File: config.mk
export PLATFORM = sky130hd
export DESIGN_NAME = adcres_pair
export DESIGN_NICKNAME = d
export VERILOG_FILES = /design/src/rtl/adcres_pkg.sv /design/src/rtl/adcres_fmt.sv /design/src/rtl/adcres_lock.sv /design/src/rtl/adcres_rdport.sv /design/src/rtl/adcres_pair.sv
export SDC_FILE = /design/constraint.sdc
export NUM_CORES = 1
export LEC_CHECK = 0
export BUFFER_PORTS_ARGS = -buffer_cell sky130_fd_sc_hd__buf_2
export CAP_MARGIN = 5
export CORE_MARGIN = 3
export CORE_UTILIZATION = 35
export CTS_BUF_LIST = sky130_fd_sc_hd__clkbuf_4 sky130_fd_sc_hd__clkbuf_8
export DETAILED_ROUTE_END_ITERATION = 12
export SETUP_SLACK_MARGIN = 0.02
export SLEW_MARGIN = 0
export SYNTH_ARGS = -nofsm -noshare
export SYNTH_HDL_FRONTEND = slang
export SYNTH_SLANG_ARGS = --single-unit
File: constraint.sdc
create_clock -name clk -period 5 [get_ports clk]
set_input_delay 0 -clock clk [delete_from_list [all_inputs] [get_ports clk]]
set_output_delay 0 -clock clk [all_outputs]
set_load 0.1 [all_outputs]
File: src/rtl/adcres_pkg.sv
package adcres_pkg;
  typedef enum logic {
    BYTE_LO = 1'b0,
    BYTE_HI = 1'b1
  } byte_sel_e;
endpackage

File: src/rtl/adcres_fmt.sv
module adcres_fmt #(
  parameter int RES_W  = 10,
  parameter int BYTE_W = 8
) (
  input  logic [RES_W-1:0]  res,
  input  logic              left,
  output logic [BYTE_W-1:0] hi,
  output logic [BYTE_W-1:0] lo
);
  localparam int PAIR_W = 2 * BYTE_W;
  localparam int PAD_W  = PAIR_W - RES_W;

  logic [PAIR_W-1:0] pair_r;
  logic [PAIR_W-1:0] pair;

  always_comb begin
    pair_r = PAIR_W'(res);
    pair   = left ? (pair_r << PAD_W) : pair_r;
    hi     = pair[PAIR_W-1:BYTE_W];
    lo     = pair[BYTE_W-1:0];
  end
endmodule

File: src/rtl/adcres_lock.sv
module adcres_lock
  import adcres_pkg::*;
#(
  parameter int BYTE_W = 8
) (
  input  logic              clk,
  input  logic              rst,
  input  logic              mode_q,
  input  logic              mode_chg,
  input  logic              rd_en,
  input  byte_sel_e         rd_sel,
  input  logic [BYTE_W-1:0] partner,
  output logic              lock_q,
  output logic              lock_nxt,
  output logic [BYTE_W-1:0] frozen_nxt
);
  byte_sel_e         open_sel;
  logic              open_rd;
  logic              close_rd;
  logic [BYTE_W-1:0] frozen_q;

  always_comb begin
    open_sel   = mode_q ? BYTE_HI : BYTE_LO;
    open_rd    = rd_en && (rd_sel == open_sel);
    close_rd   = rd_en && (rd_sel != open_sel);
    frozen_nxt = open_rd ? partner : frozen_q;
    if (mode_chg)      lock_nxt = 1'b0;
    else if (open_rd)  lock_nxt = 1'b1;
    else if (close_rd) lock_nxt = 1'b0;
    else               lock_nxt = lock_q;
  end

  always_ff @(posedge clk) begin
    if (rst) begin
      lock_q   <= 1'b0;
      frozen_q <= '0;
    end else begin
      lock_q   <= lock_nxt;
      frozen_q <= frozen_nxt;
    end
  end


  mode_clear_chk: assert property (@(posedge clk) disable iff (rst)
    mode_chg |=> !lock_q);


  close_release_chk: assert property (@(posedge clk) disable iff (rst)
    (lock_q && close_rd) |=> !lock_q);
endmodule

File: src/rtl/adcres_rdport.sv
module adcres_rdport
  import adcres_pkg::*;
#(
  parameter int BYTE_W = 8
) (
  input  logic              clk,
  input  logic              rst,
  input  logic              rd_en,
  input  byte_sel_e         rd_sel,
  input  logic [BYTE_W-1:0] src_hi,
  input  logic [BYTE_W-1:0] src_lo,
  output logic [BYTE_W-1:0] rd_data
);
  always_ff @(posedge clk) begin
    if (rst)        rd_data <= '0;
    else if (rd_en) rd_data <= (rd_sel == BYTE_HI) ? src_hi : src_lo;
  end


  rd_hold_chk: assert property (@(posedge clk) disable iff (rst)
    !rd_en |=> $stable(rd_data));


  rd_hi_chk: assert property (@(posedge clk) disable iff (rst)
    (rd_en && rd_sel == BYTE_HI) |=> rd_data == $past(src_hi));
endmodule

File: src/rtl/adcres_pair.sv
module adcres_pair
  import adcres_pkg::*;
#(
  parameter int RES_W  = 10,
  parameter int BYTE_W = 8
) (
  input  logic              clk,
  input  logic              rst,
  input  logic              res_vld,
  input  logic [RES_W-1:0]  res_data,
  input  logic              align_left,
  input  logic              rd_en,
  input  logic              rd_addr,
  output logic [BYTE_W-1:0] rd_data,
  output logic [BYTE_W-1:0] vis_hi,
  output logic [BYTE_W-1:0] vis_lo
);
  localparam int PAD_W = 2 * BYTE_W - RES_W;

  logic [RES_W-1:0]  latest_q;
  logic [RES_W-1:0]  newest;
  logic              align_q;
  logic              mode_chg;
  byte_sel_e         rd_sel;
  logic [BYTE_W-1:0] nxt_hi, nxt_lo;
  logic [BYTE_W-1:0] cur_hi, cur_lo;
  logic [BYTE_W-1:0] partner;
  logic              lock_q, lock_nxt;
  logic [BYTE_W-1:0] frozen_nxt;
  logic [BYTE_W-1:0] vis_hi_q, vis_lo_q;

  always_comb begin
    newest   = res_vld ? res_data : latest_q;
    mode_chg = (align_left != align_q);
    rd_sel   = byte_sel_e'(rd_addr);
    partner  = align_q ? cur_lo : cur_hi;
  end

  adcres_fmt #(.RES_W(RES_W), .BYTE_W(BYTE_W)) u_fmt_nxt (
    .res(newest), .left(align_left), .hi(nxt_hi), .lo(nxt_lo));

  adcres_fmt #(.RES_W(RES_W), .BYTE_W(BYTE_W)) u_fmt_cur (
    .res(latest_q), .left(align_q), .hi(cur_hi), .lo(cur_lo));

  adcres_lock #(.BYTE_W(BYTE_W)) u_lock (
    .clk(clk), .rst(rst), .mode_q(align_q), .mode_chg(mode_chg),
    .rd_en(rd_en), .rd_sel(rd_sel), .partner(partner),
    .lock_q(lock_q), .lock_nxt(lock_nxt), .frozen_nxt(frozen_nxt));

  adcres_rdport #(.BYTE_W(BYTE_W)) u_rd (
    .clk(clk), .rst(rst), .rd_en(rd_en), .rd_sel(rd_sel),
    .src_hi(vis_hi_q), .src_lo(vis_lo_q), .rd_data(rd_data));

  always_ff @(posedge clk) begin
    if (rst) begin
      latest_q <= '0;
      align_q  <= 1'b0;
      vis_hi_q <= '0;
      vis_lo_q <= '0;
    end else begin
      latest_q <= newest;
      align_q  <= align_left;
      if (align_left) begin
        vis_hi_q <= nxt_hi;
        vis_lo_q <= lock_nxt ? frozen_nxt : nxt_lo;
      end else begin
        vis_lo_q <= nxt_lo;
        vis_hi_q <= lock_nxt ? frozen_nxt : nxt_hi;
      end
    end
  end

  assign vis_hi = vis_hi_q;
  assign vis_lo = vis_lo_q;


  right_pad_chk: assert property (@(posedge clk) disable iff (rst)
    !align_q |-> vis_hi_q[BYTE_W-1:RES_W-BYTE_W] == '0);


  left_pad_chk: assert property (@(posedge clk) disable iff (rst)
    align_q |-> vis_lo_q[PAD_W-1:0] == '0);


  hi_frozen_chk: assert property (@(posedge clk) disable iff (rst)
    (lock_q && !align_q && !align_left && !rd_en) |=> $stable(vis_hi_q));


  lo_frozen_chk: assert property (@(posedge clk) disable iff (rst)
    (lock_q && align_q && align_left && !rd_en) |=> $stable(vis_lo_q));


  open_track_chk: assert property (@(posedge clk) disable iff (rst)
    (!mode_chg && !align_left && res_vld) |=> vis_lo_q == $past(res_data[BYTE_W-1:0]));
endmodule

# == Yosys cells after proc, flatten, opt, wreduce, memory -nomap -nowiden ==
# Cells that the tools add are included.
# op_classes
n_reduce_logical,2
n_eq_ne,3
muxes,14
# ops
cell,n
8-bit two-way mux,7
16-bit two-way mux,2
10-bit two-way mux,1
1-bit two-way mux,4
1-bit logical AND,2
1-bit inequality test,2
1-bit == test,1
# totals
reg_bits,44
output_inout_bits,24
inputBits,16
word_cells,26

# == Depth between registers and ports, before layout ==
# Gate-level depths: netlist of run 1.
# logic_depth
depth_word,8
ltp_mapped,6
depth_no_buf,4

# == Modules after synthesis ==
# From an unflattened synthesis of run 1, not the netlist that was laid out.
# hier_totals
hier_cells,227
area_unflattened_um2,2556.2
# by_module_without_submodules
module,seq_area_each_um2,area_each_um2,cells_per_inst,instances
adcres_pair,540.5,1297.5,105,1
adcres_lock,180.2,574.3,50,1
adcres_rdport,160.2,369.1,36,1
adcres_fmt,0.0,157.7,18,2

# == Worst setup path before layout of run 1 ==
# OpenSTA, ideal clock, no wires.
# synth_path
path_type,register to register
startpoint,reg align_q
endpoint,"reg vis_hi_q[0], in the netlist vis_hi[0]"
n_path_buf,2
setup_slack_ps,3265
synth_period_minus_slack_ps,1735
stages_incl_launch_ff,7
setup_ps,68
required_time_ps,4932
t_arrival_ps,1668
cell_sequence,dfxtp_1 -> buf_2 -> and4b_4 -> or4_1 -> buf_2 -> o32a_1 -> o21ai_2
# synth_via
elab_chain_cells,8
elab_cells_between_ends,14
cone_classes,3 x eq/ne; 9 x mux; 2 x reduce/logical
# synth_rtl
item,line_no,source
from (decl),adcres_pair.sv:22,logic align_q;
from (signal assigned),adcres_pair.sv:62,align_q <= align_left;
1-bit two-way mux,adcres_lock.sv:23,open_sel = mode_q ? BYTE_HI : BYTE_LO;
1-bit inequality test,adcres_lock.sv:25,close_rd = rd_en && (rd_sel != open_sel);
1-bit logical AND,adcres_lock.sv:25,
1-bit two-way mux,adcres_lock.sv:29,else if (close_rd) lock_nxt = 1'b0;
1-bit two-way mux,adcres_lock.sv:28,else if (open_rd) lock_nxt = 1'b1;
1-bit two-way mux,adcres_lock.sv:27,if (mode_chg) lock_nxt = 1'b0;
8-bit two-way mux *,adcres_pair.sv:68,vis_hi_q <= lock_nxt ? frozen_nxt : nxt_hi;
8-bit two-way mux *,adcres_pair.sv:63,if (align_left) begin
to (signal assigned),adcres_pair.sv:64,vis_hi_q <= nxt_hi;
to (signal assigned),adcres_pair.sv:68,
to (decl),adcres_pair.sv:30,"logic [BYTE_W-1:0] vis_hi_q, vis_lo_q;"
# Mark *: on every way between the ends. The rest lies on a longest branch, timed or not.
# A chain may end at the register's enable or synchronous reset.

# == Final worst setup path of run 1 ==
# layout_path
startpoint,reg align_q
endpoint,"reg vis_lo_q[1], in the netlist vis_lo[1]"
# layout_via
elab_chain_cells,8
elab_cells_between_ends,14
cone_classes,3 x eq/ne; 9 x mux; 2 x reduce/logical
# layout_rtl
item,line_no,source
1-bit two-way mux,adcres_lock.sv:23,
1-bit inequality test,adcres_lock.sv:25,
1-bit logical AND,adcres_lock.sv:25,
1-bit two-way mux,adcres_lock.sv:29,
1-bit two-way mux,adcres_lock.sv:28,
1-bit two-way mux,adcres_lock.sv:27,
8-bit two-way mux *,adcres_pair.sv:65,vis_lo_q <= lock_nxt ? frozen_nxt : nxt_lo;
8-bit two-way mux *,adcres_pair.sv:63,
to (signal assigned),adcres_pair.sv:65,
to (signal assigned),adcres_pair.sv:67,vis_lo_q <= nxt_lo;
to (decl),adcres_pair.sv:30,
# Marks and branches as above.

==> flow_results.org, run 1 <==
** Run status
- The run finished with clean final reports.

** Clocking
- Gates resized during post-CTS repair numbered 0.
- Clock-pin transition on the worst setup and hold timing paths :: roughly 80 ps
- Clock tree from TritonCTS :: built
- Counting along the longest clock path gives a buffer depth of 2.
- For the worst-skew pair, the clock arrives at the later sink with an insertion delay of about 290 ps.
- After clock tree synthesis, the flow added hold-fix buffers numbering 0.
- Count of clock tree sinks :: between 40 and 50
- The H-tree was split into 2 levels.
- Library cell used as clock root buffer :: sky130_fd_sc_hd__clkbuf_8
- Postcts setup bufs :: 0
- Clock tree synthesis inserted a total of 5 buffers.

** Detailed routing
- DRC violations left :: 0
- Detail Route Antenna Nets :: 0
- In the final routed layout, each cell accounts on average for approximately 13 um.
- Highest signal layer in the routed design :: met4
- Total number of vias :: between 1k and 1.5k
- The routed design uses approximately 1400 um of met2 wire.
- Met1 Wirelength :: around 1800 um
- Wire segments on met3 add up to 226 um in the final route.
- Average vias per placed instance :: approximately 5.0
- First-iteration detailed-routing DRC count :: between 40 and 50
- Detailed-routing iteration count for the pre-antenna-repair pass :: 4
- Routed WL :: roughly 3500 um

** Placement
- Counting tap cells, the placed design contains a total of between 200 and 300 instances.
- Placement-stage cell area :: approximately 0.0019 mm^2
- Routability-driven placement finished with a final weighted congestion of a little over 0.8.
- # port buffers :: 39
- Post-detailed-placement half-perimeter wirelength :: ~2500 um

** Power and ir drop
- P per Cell Area :: about 360 mW/mm^2
- In this run the static leakage power is slightly below 0.9 nW.
- Total Power :: just over 0.0007 W
- Across the VDD grid, the largest voltage drop is approximately 120 uV.

** Synthesis
- After synthesis the cells add up to 0.00170 mm^2.
- In the synthesized netlist the async set-or-reset flop fraction comes to 0%.
- The number of nets in the synthesized netlist is about 200.
- Sequential-to-total area share from yosys stat :: 51.8%
- Top cells by area, synth :: sky130_fd_sc_hd__dfxtp_1 (52%), sky130_fd_sc_hd__mux2i_1 (11%), sky130_fd_sc_hd__nor2_1 (7.7%), sky130_fd_sc_hd__a211oi_1 (3.5%), sky130_fd_sc_hd__a21oi_1 (2.9%)
- Yosys printed 0 warnings.
- Of the post-synthesis cell area, the dominant cell type holds roughly half.
- sky130_fd_sc_hd__dfxtp_1 takes more of the synthesized area than any other cell.
- Leading post-synthesis cells by instance count :: sky130_fd_sc_hd__dfxtp_1 (44), sky130_fd_sc_hd__nor2_1 (35), sky130_fd_sc_hd__mux2i_1 (18)
- The synthesized design contains 0 enable-type register cells.
- Primary FF master, synth :: sky130_fd_sc_hd__dfxtp_1
- Syn avg cell area :: roughly 9.4 um^2
- The most common cell in the synthesized netlist is sky130_fd_sc_hd__dfxtp_1.
- After synthesis, the netlist uses 28 different library cells.
- Synthesis handed over a netlist of approximately 180 instances.
- After synthesis the netlist holds a flip-flop and latch count of between 40 and 50.

** Floorplan
- Once the floorplan was initialized, standard cells occupied a little under two fifths of the core.
- Core Footprint :: approximately 0.0045 mm^2
- Die width :: between 70 and 80 um
- The floorplan step set the die height to 75.7 um.
- The floorplan step defined a die boundary enclosing 0.00573 mm^2.
- In this run the core area contains 24 standard-cell rows.
- For this design the top-level I/O count stands at 40.

** STA
- For the pin with the worst max-slew slack, the measured transition is around 730 ps.
- RSZ-0062 raised after global routing :: no
- Timing would allow up to ~0.52 GHz.
- Count of final max-slew check failures :: 0
- Summed over all failing endpoints, the final setup total negative slack is 0 ps.
- Clock skew on the completed layout was measured at around 3.8 ps.
- Relative slew slack :: between 50% and 60%
- The final-report hold violation count was 0.
- Min cycle time layout :: 1910 ps
- Dividing the final minimum period by the clock period gives a little under two fifths.
- Setup-violating endpoint count in the final report :: 0

** Worst setup path
- The setup path with the least slack is of type reg2reg.
- The worst setup path is captured at a flip-flop.
- Arrival time at the worst endpoint :: 2130 ps
- Depth of the most critical reg-to-reg path :: 4
- Crit path max fanout :: 10
- Worst Setup Start Kind :: flip-flop
- For the worst setup path, the data required time is about 5200 ps.

** Min path
- Hold Crit Class :: in2reg
- Worst hold path stage count :: 3

** Finish
- Post-layout nets :: about 230
- Compared with the post-synthesis result, the final layout area differs by 17.4%.
- In the final layout, the share of cells above drive strength 1 is about a quarter.
- The finished cells cover ~0.0020 mm^2.
- Antenna Cells :: 0
- Excluding fillers, the count of instances in the completed layout stands at 266.

** Global route
- Antenna violations before repair :: 0
- Pin count of the biggest net entering global routing :: 35
- Congestion Overflow GR :: 0
- Wire length of the first global-routing pass :: between 5000 and 6000 um
- Vias in the first global route :: around 1.1k
- Global routing used between 10% and 20% of the available tracks across all layers.

** Run
- Max-Cap Viols :: 0
## final cells by class
cell class / count / area [um^2]
fill: 446 / 2510
multi-input combinational: 119 / 744
timing repair buffer: 40 / 205
tap: 52 / 65.1
clock inverter: 3 / 18.8
clock buffer: 5 / 68.8
inverter: 3 / 11.3
sequential: 44 / 881
## cells in the final DEF (no fill, tap or decap)
cell type,count
sky130_fd_sc_hd__dlygate4sd3_1,1
sky130_fd_sc_hd__mux2i_1,18
sky130_fd_sc_hd__clkinv_2,2
sky130_fd_sc_hd__and2_1,4
sky130_fd_sc_hd__a32o_1,2
sky130_fd_sc_hd__nor2b_1,2
sky130_fd_sc_hd__nor4b_1,2
sky130_fd_sc_hd__dfxtp_1,44
sky130_fd_sc_hd__or4_1,1
sky130_fd_sc_hd__a21oi_1,10
sky130_fd_sc_hd__buf_2,39
sky130_fd_sc_hd__inv_1,3
sky130_fd_sc_hd__nor2_1,35
sky130_fd_sc_hd__clkbuf_8,5
sky130_fd_sc_hd__a31oi_1,1
sky130_fd_sc_hd__a211oi_1,8
sky130_fd_sc_hd__clkinv_4,1
sky130_fd_sc_hd__o21ai_0,6
sky130_fd_sc_hd__o22ai_1,4
sky130_fd_sc_hd__and4_1,1
sky130_fd_sc_hd__nand2b_1,7
sky130_fd_sc_hd__and4b_4,1
sky130_fd_sc_hd__o21ai_2,1
sky130_fd_sc_hd__o32a_1,4
sky130_fd_sc_hd__nand4_1,2
sky130_fd_sc_hd__nand2_1,4
sky130_fd_sc_hd__a21boi_0,2
sky130_fd_sc_hd__or2_2,1
sky130_fd_sc_hd__o21ai_1,3
## cell families after synthesis
family                 count (synthesis)  synth area share [%]
buffers and inverters                 18                  4.34
AND/OR/NAND/NOR                       60                  17.3
AO/OA/AOI/OAI                         41                  15.9
multiplexers                          18                  10.6
flip-flops                            44                  51.8
## metal layers
metal	GRT usage, %	up-vias
met5	0	-
met4	6.60	0
met3	5.28	8
met2	18.2	43
met1	16.7	591
li1	-	695
## worst paths after layout
| kind | start | slack, ps | endpoint |
|---|---|---|---|
| max | align_q | 3090 | vis_lo[1] |
| min | res_data[5] | 6 | latest_q[5] |
| max reg2reg | align_q | 3090 | vis_lo[1] |
| min reg2reg | u_lock.frozen_q[2] | 490 | vis_hi[2] |
## per-stage QoR
step | hold slack (ps) | util [%] | setup WS [ps]
after floorplan | 179 | - | 3260
after detailed placement | 308 | 42.1 | 3090
after CTS | 0.356 | 44.1 | 3110
after global routing | 32.9 | 44.3 | 2780
after global placement | 302 | 42.1 | 3140
final | 6.05 | 44.3 | 3090
## report_power, final
part	switching, W	internal [W]
Clock	0.000115	0.0000972
Sequential	0.00000784	0.000366
Combinational	0.000110	0.0000301
Total	0.000233	0.000494
## flip-flops by register name, indices dropped and copies added, names as in the netlist
register,count
vis_hi,8
u_lock.frozen_q,8
vis_lo,8
u_lock.lock_q,1
u_rd.rd_data,8
align_q,1
latest_q,10
## critical path, stage by stage (launching register included)
cell and delay (ps):
sky130_fd_sc_hd__dfxtp_1 400, sky130_fd_sc_hd__nor4b_1 690, sky130_fd_sc_hd__or4_1 380, sky130_fd_sc_hd__o21ai_0 180, sky130_fd_sc_hd__o22ai_1 180
Power figures use the tool's default switching activity.
==> run 2: changes to the inputs <==
==> constraint.sdc (replaced) <==
create_clock -name clk -period 1.55 [get_ports clk]
set_input_delay 0 -clock clk [delete_from_list [all_inputs] [get_ports clk]]
set_output_delay 0 -clock clk [all_outputs]
set_load 0.1 [all_outputs]
==> run 2 against run 1 <==
Effect of this change: routed wire length increased by 8.4%; sequential share of layout area decreased by 3.6 points; sequential cell count unchanged; register-to-register slack got worse by 3100 ps; worst setup slack got worse by 3100 ps; final area increased by 9.1%; global-route usage increased by 1.7 points; cell count increased by 5.6%; sequential power increased to 3.2 times the previous value; core utilization increased by 4.0 points; critical path type unchanged; critical endpoint is now vis_lo[6].
==> flow_results.org, run 2 (synthesis gave the netlist of run 1 again) <==
** Finish
- Layout cells sized above 1 :: 30.6% (was 23.4%)
- Most common library cell in the layout ignoring fill and taps :: sky130_fd_sc_hd__dfxtp_1 (unchanged)
- The total inserted antenna cells was 0 (unchanged).
- The total of fill cells in the finished design was 429 (was 446).
- Max reg flops :: 10 (unchanged)
- Most frequent cells in the layout :: sky130_fd_sc_hd__dfxtp_1 (43), sky130_fd_sc_hd__buf_2 (39), sky130_fd_sc_hd__nor2_1 (35), sky130_fd_sc_hd__mux2i_1 (18), sky130_fd_sc_hd__buf_4 (13) (was sky130_fd_sc_hd__dfxtp_1 (44), sky130_fd_sc_hd__buf_2 (39), sky130_fd_sc_hd__nor2_1 (35), sky130_fd_sc_hd__mux2i_1 (18), sky130_fd_sc_hd__a21oi_1 (10))
- Post-layout nets :: 244 (was 229)
- Top register by number of flip-flops :: latest_q (unchanged)
- The synthesis-to-layout area growth is 28.1% (was 17.4%).

** Detailed routing
- The remaining design rule violation count came to 0 (unchanged).
- The average wire per standard cell came to 13.6 um (was 13.3 um).
- Routed WL :: 3830 um (was 3530 um)
- First-iteration detailed-routing DRC count :: 58 (was 47)
- The per-cell via count in the routed design came to 4.88 (was 5.03).
- Detail Route Antenna Nets :: 0 (unchanged)
- Total number of vias :: 1,370 (was 1,337)
- Detailed-routing iteration count for the pre-antenna-repair pass :: 4 (unchanged)

** Power and ir drop
- The highest ir drop seen on vdd came to 375 uV (was 123 uV).
- The areal power density over the cells is 1220 mW/mm^2 (was 364 mW/mm^2).
- Leakage power total :: 0.961 nW (was 0.868 nW)

** STA
- The highest clock rate came to 0.647 GHz (was 0.522 GHz).
- The final critical delay including setup and external delays was 1550 ps (was 1910 ps).
- The final worst-path setup slack came to 4.20 ps (was 3090 ps).
- The number of pins with negative max-slew slack in the final report is 0 (unchanged).
- Worst Max-Slew Pin Slew :: 491 ps (was 734 ps)
- The final-report setup violation count was 0 (unchanged).
- Fin Setup TNS :: 0 ps (unchanged)
- Relative slew slack :: 67.5% (was 50.3%)
- RSZ-0062 raised after global routing: yes (was no).
- The final-report hold violation count came to 0 (unchanged).
- The setup clock skew after layout is 5.04 ps (was 3.80 ps).
- Worst Hold Margin :: 6.38 ps (was 6.05 ps)
- Final Cycle Share :: 99.7% (was 38.3%)

** Worst setup path
- The maximum fanout along the worst path was 5 (was 10).
- Crit path capture type :: flip-flop (unchanged)
- The timing startpoint of the critical path was align_q (unchanged).
- The critical path buffer and inverter count came to 0 (unchanged).
- Worst Setup Start Kind :: flip-flop (unchanged)
- The start of the worst register-to-register path was align_q (unchanged).
- The kind of cell with the highest combined delay on the critical path is simple AND/OR/NAND/NOR gates (unchanged).
- Critical path, cell by cell :: and4b_4, or4_4, o32a_1, o21ai_1 (was nor4b_1, or4_1, o21ai_0, o22ai_1)
- Arrival time at the worst endpoint :: 1780 ps (was 2130 ps)
- Class of the most critical setup path :: reg2reg (unchanged)
- The slowest library cell on the worst path was sky130_fd_sc_hd__or4_4 (was sky130_fd_sc_hd__nor4b_1).
- Delay of the slowest cell on the worst path :: 520 ps (was 690 ps)
- Data required time at the worst endpoint :: 1790 ps (was 5220 ps)

** Min path
- The hold path startpoint is res_data[1] (was res_data[5]).
- Hold Crit Class :: in2reg (unchanged)

** Floorplan
- The standard cell core area is 0.00450 mm^2 (unchanged).
- I/O pin count :: 40 (unchanged)
- The cell row count came to 24 (unchanged).
- Die height :: 75.7 um (unchanged)
- Area of the die :: 0.00573 mm^2 (unchanged)
- Initial cell density of the core :: 37.7% (unchanged)
- The horizontal die dimension is 75.7 um (unchanged).

** Clocking
- Count of clock tree sinks :: 44 (unchanged)
- CTS HTree Levels :: 2 (unchanged)
- The clock-pin slew on the worst setup and hold paths was 80 ps (about the same).
- CTS Buf Count :: 5 (unchanged)
- Clock latency reported for the late side of the worst-skew pair :: 300 ps (was 290 ps)
- The clock tree from TritonCTS is built (unchanged).
- Library cell used as clock root buffer :: sky130_fd_sc_hd__clkbuf_8 (unchanged)
- The maximum buffer depth of the clock tree is 2 (unchanged).

** Global route
- The number of antenna violations at the first check in global routing was 0 (unchanged).
- Vias in the first global route :: 1,211 (was 1,120)
- Wire length of the first global-routing pass :: 6030 um (was 5340 um)
- The total routing usage reported by global routing came to 14.6% (was 12.9%).
- Pin count of the biggest net entering global routing :: 18 (was 35)
- Congestion Overflow GR :: 0 (unchanged)

** Placement
- # port buffers :: 39 (unchanged)
- Gpl congestion :: 0.859 (was 0.829)
- Post-detailed-placement half-perimeter wirelength :: 2820 um (was 2530 um)
- Setup slack after placement :: 1.72 ps (was 3090 ps)

** Run
- Max-Cap Viols :: 0 (unchanged)

** Run status
- Outcome: completed (unchanged).
## run 2: worst reg2reg max path, stage by stage, from the launching register on
cell                      delay, ps
sky130_fd_sc_hd__dfxtp_2        340
sky130_fd_sc_hd__and4b_4        210
sky130_fd_sc_hd__or4_4          520
sky130_fd_sc_hd__o32a_1         350
sky130_fd_sc_hd__o21ai_1         60
## run 2: cell type report
type	count	area, um^2	share of cell area [%]
sequential	44	882	40.5
multi-input combinational	120	778	35.8
timing repair buffer	54	313	14.4
clock buffer	7	96.3	4.43
tap	52	65.1	2.99
clock inverter	1	30.0	1.38
inverter	3	11.3	0.518
## run 2: path summary, 6_finish.rpt
check                                        to  slack, ps  depth (start not counted)
worst max register to register        vis_lo[6]          4                          4
worst max-delay path                  vis_lo[6]          4                          4
worst min-delay path                latest_q[1]          6                          3
worst min register to register  u_rd.rd_data[2]        480                          2
## run 2: report_power, final
group	switching [W]	internal [W]
logic	0.000368	0.000124
clock network	0.000386	0.000568
registers	0.0000218	0.00118
total	0.000776	0.00187
## run 2: layer usage
metal  routed length [um]  global-route usage, %
met4                   72                   5.83
met3                  229                   4.75
met5                    0                      0
met1                 1910                   20.1
met2                 1620                   21.0
## run 2: repair_timing
action,4_1_cts,5_1_grt
setup endpoints to repair,4,8
cloned,1,0
hold endpoints to repair,2,0
setup buffers,1,0
pin swaps,0,0
hold buffers,2,0
gates resized for setup,4,3
## run 2: metrics by stage
stage                     total power, W  instance area, um^2  instances  util, %
after global routing             0.00276                 2180        281     48.3
final                            0.00265                 2180        281     48.3
after global placement           0.00171                 1990        269     44.2
after floorplan                  0.00161                 1720        181        -
after detailed placement         0.00171                 1990        269     44.2
after CTS                        0.00267                 2160        281     48.0
==> run 3: changes to the inputs <==
--- a/config.mk
+++ b/config.mk
@@ -11,6 +11,7 @@
 export CORE_UTILIZATION = 35
 export CTS_BUF_LIST = sky130_fd_sc_hd__clkbuf_4 sky130_fd_sc_hd__clkbuf_8
 export DETAILED_ROUTE_END_ITERATION = 12
+export REMOVE_ABC_BUFFERS = 1
 export SETUP_SLACK_MARGIN = 0.02
 export SLEW_MARGIN = 0
 export SYNTH_ARGS = -nofsm -noshare
==> run 3 against run 2 <==
Effect of this change: the run now ends with setup timing left; total power fell by 8.1%; clock power decreased by 22%; highest routed layer unchanged; sequential cell count stayed put; maximum frequency down 2.3%; die area unchanged.
==> flow_results.org, run 3 (synthesis gave the netlist of run 1 again) <==
** Worst setup path
- Class of the most critical setup path :: reg2reg (unchanged)
- Critical path, cell by cell: and4b_4, or4_4, o32a_1, o21ai_1 (unchanged).
- The launching element type of the critical path was a flip-flop (unchanged).
- Worst path buffer plus inverter count :: 0 (unchanged)
- Cell type of the slowest stage on the worst timing path :: sky130_fd_sc_hd__or4_4 (unchanged)
- The number of cells on the critical path came to 4 (unchanged).
- The largest incremental delay on the critical path is 570 ps (was 520 ps).
- Kind of cell adding the most delay to the critical path :: simple AND/OR/NAND/NOR gates (unchanged)
- Data required time at the worst endpoint :: 1780 ps (was 1790 ps)
- The data arrival time of the critical path was 1810 ps (was 1780 ps).
- The maximum fanout along the worst path was 5 (unchanged).
- The cell depth of the worst flop-to-flop path was 4 (unchanged).
- Crit path capture type :: flip-flop (unchanged)

** Detailed routing
- First-iteration detailed-routing DRC count :: 44 (was 58)
- The per-cell via count in the routed design came to 4.93 (was 4.88).
- The remaining design rule violation count was 0 (unchanged).
- Routed WL per cell :: 13.6 um (about the same)
- The detailed-router iteration count before antenna repair was 4 (unchanged).
- Total number of vias :: 1,375 (was 1,370)
- Routed WL :: 3790 um (was 3830 um)
- Detail Route Antenna Nets :: 0 (unchanged)

** STA
- Count of endpoints failing hold in the final timing report :: 0 (unchanged)
- The worst slew margin relative to its limit was 60.2% (was 67.5%).
- The final critical delay including setup and external delays is 1580 ps (was 1550 ps).
- The final worst-path setup slack was -32.1 ps (was 4.20 ps).
- Count of final max-slew check failures :: 0 (unchanged)
- Worst Hold Margin :: 22.2 ps (was 6.38 ps)
- RSZ-0062 raised after global routing: yes (unchanged).
- The setup clock skew after layout came to 2.84 ps (was 5.04 ps).
- The transition time at the pin with the least slew margin is 589 ps (was 491 ps).
- The highest clock rate was 0.632 GHz (was 0.647 GHz).
- The portion of the clock cycle consumed by the worst path in the final layout is 102% (was 99.7%).
- The final-report setup violation count is 3 (was 0).

** Floorplan
- Initial cell density of the core :: 37.7% (unchanged)
- The overall die area is 0.00573 mm^2 (unchanged).
- The boundary pin count was 40 (unchanged).
- The standard cell core area came to 0.00450 mm^2 (unchanged).
- Num rows :: 24 (unchanged)
- The horizontal die dimension came to 75.7 um (unchanged).
- Die height :: 75.7 um (unchanged)

** Global route
- Antenna violations before repair :: 0 (unchanged)
- The maximum number of pins on one net before global-route repair was 24 (was 18).
- Global Route Usage Sum :: 14.3% (was 14.6%)
- Vias in the first global route :: 1,313 (was 1,211)
- Congestion Overflow GR :: 0 (unchanged)
- The wire length of the first global-routing pass came to 6080 um (was 6030 um).

** Clocking
- The insertion delay to the later sink of the worst-skew pair was 290 ps (was 300 ps).
- Count of clock tree sinks :: 44 (unchanged)
- The CTS H-tree depth came to 2 (unchanged).
- Clock tree from TritonCTS :: built (unchanged)
- The maximum buffer depth of the clock tree came to 2 (unchanged).
- Library cell used as clock root buffer :: sky130_fd_sc_hd__clkbuf_8 (unchanged)
- CTS Buf Count :: 5 (unchanged)
- Clock-pin transition on the worst setup and hold timing paths :: 80 ps (about the same)

** Power and ir drop
- The highest ir drop seen on vdd is 350 uV (was 375 uV).
- P per Cell Area :: 1140 mW/mm^2 (was 1220 mW/mm^2)
- Leakage power total :: 0.937 nW (was 0.961 nW)

** Finish
- The share of cells above drive strength 1 is 30.4% (was 30.6%).
- Antenna Cells :: 0 (unchanged)
- The final cell utilization of the core came to 47.4% (was 48.3%).
- The total number of nets in the final design is 242 (was 244).
- The synthesis-to-layout area growth is 25.7% (was 28.1%).
- The most common library cell in the layout ignoring fill and taps is sky130_fd_sc_hd__dfxtp_1 (unchanged).
- Top register by number of flip-flops :: latest_q (unchanged)
- Layout Cells excl Fill :: 279 (was 281)
- Layout fillers :: 434 (was 429)
- Most frequent cells in the layout :: sky130_fd_sc_hd__dfxtp_1 (43), sky130_fd_sc_hd__buf_2 (39), sky130_fd_sc_hd__nor2_1 (35), sky130_fd_sc_hd__mux2i_1 (18), sky130_fd_sc_hd__buf_4 (12) (was sky130_fd_sc_hd__dfxtp_1 (43), sky130_fd_sc_hd__buf_2 (39), sky130_fd_sc_hd__nor2_1 (35), sky130_fd_sc_hd__mux2i_1 (18), sky130_fd_sc_hd__buf_4 (13))
- The flip-flop count of the largest register after layout is 10 (unchanged).

** Min path
- The instance count along the most critical hold path is 3 (unchanged).
- The path category of the worst min-delay check is in2reg (unchanged).

** Placement
- The post-detailed-placement half-perimeter wirelength is 2820 um (about the same).
- The worst slack at placement was -175 ps (was 1.72 ps).
- Gpl congestion :: 0.813 (was 0.859)
- Number of placed instances, taps included :: 267 (was 269)
- # port buffers :: 39 (unchanged)

** Run status
- Outcome: finished, violations left (was completed).
- Violated checks :: setup timing

** Run
- The number of maximum-capacitance violations is 0 (unchanged).
-- run 3: per-stage QoR --
| stage | power (W) | TNS, ps | area (um^2) |
|---|---|---|---|
| floorplan | 0.00157 | -565 | 1640 |
| global placement | 0.00170 | -712 | 1970 |
| detailed placement | 0.00170 | -1040 | 1970 |
| CTS | 0.00246 | -88.9 | 2120 |
| global route | 0.00254 | -238 | 2140 |
| finish | 0.00243 | -81.2 | 2140 |
-- run 3: worst paths after layout --
| check | from | endpoint | slack (ps) |
|---|---|---|---|
| setup / recovery | align_q | vis_hi[1] | -30 |
| hold / removal | res_data[9] | latest_q[9] | 20 |
| setup reg to reg | align_q | vis_hi[1] | -30 |
| hold reg to reg | u_rd.rd_data[1] | u_rd.rd_data[1] | 480 |
-- run 3: worst reg2reg max path: stages (launching register included) --
cell	delay, ps
sky130_fd_sc_hd__dfxtp_2	340
sky130_fd_sc_hd__and4b_4	190
sky130_fd_sc_hd__or4_4	570
sky130_fd_sc_hd__o32a_1	360
sky130_fd_sc_hd__o21ai_1	60
-- run 3: timing repair --
action | in CTS | in global routing
setup buffers | 2 | 0
setup endpoints to repair | 8 | 8
cloned | 1 | 0
endpoints found under the hold margin | 1 | 0
resized for setup | 9 | 3
pin swaps | 5 | 2
hold buffers | 1 | 0
-- run 3: cell type report --
type                    instances  area [um^2]  area share [%]
clock buffers                   7         90.1            4.22
clock inverters                 1         7.51           0.351
inverters                       3         11.3           0.527
multi-input cells             120          785            36.7
flip-flops and latches         44          882            41.3
well taps                      52         65.1            3.05
repair buffers                 52          295            13.8
-- run 3: where the power goes --
group	internal, W	total, W	leakage, nW	switching (W)
sequential	0.00118	0.00120	0.361	0.0000213
combinational	0.000118	0.000487	0.528	0.000369
clock	0.000379	0.000743	0.0479	0.000364
total	0.00168	0.00243	0.937	0.000755
-- run 3: routing by layer --
metal  GRT usage (%)  share of wire [%]
met1            17.5                 47
met2            23.3                 46
met3            4.09                3.6
met4            6.41                2.4
met5               0                  0
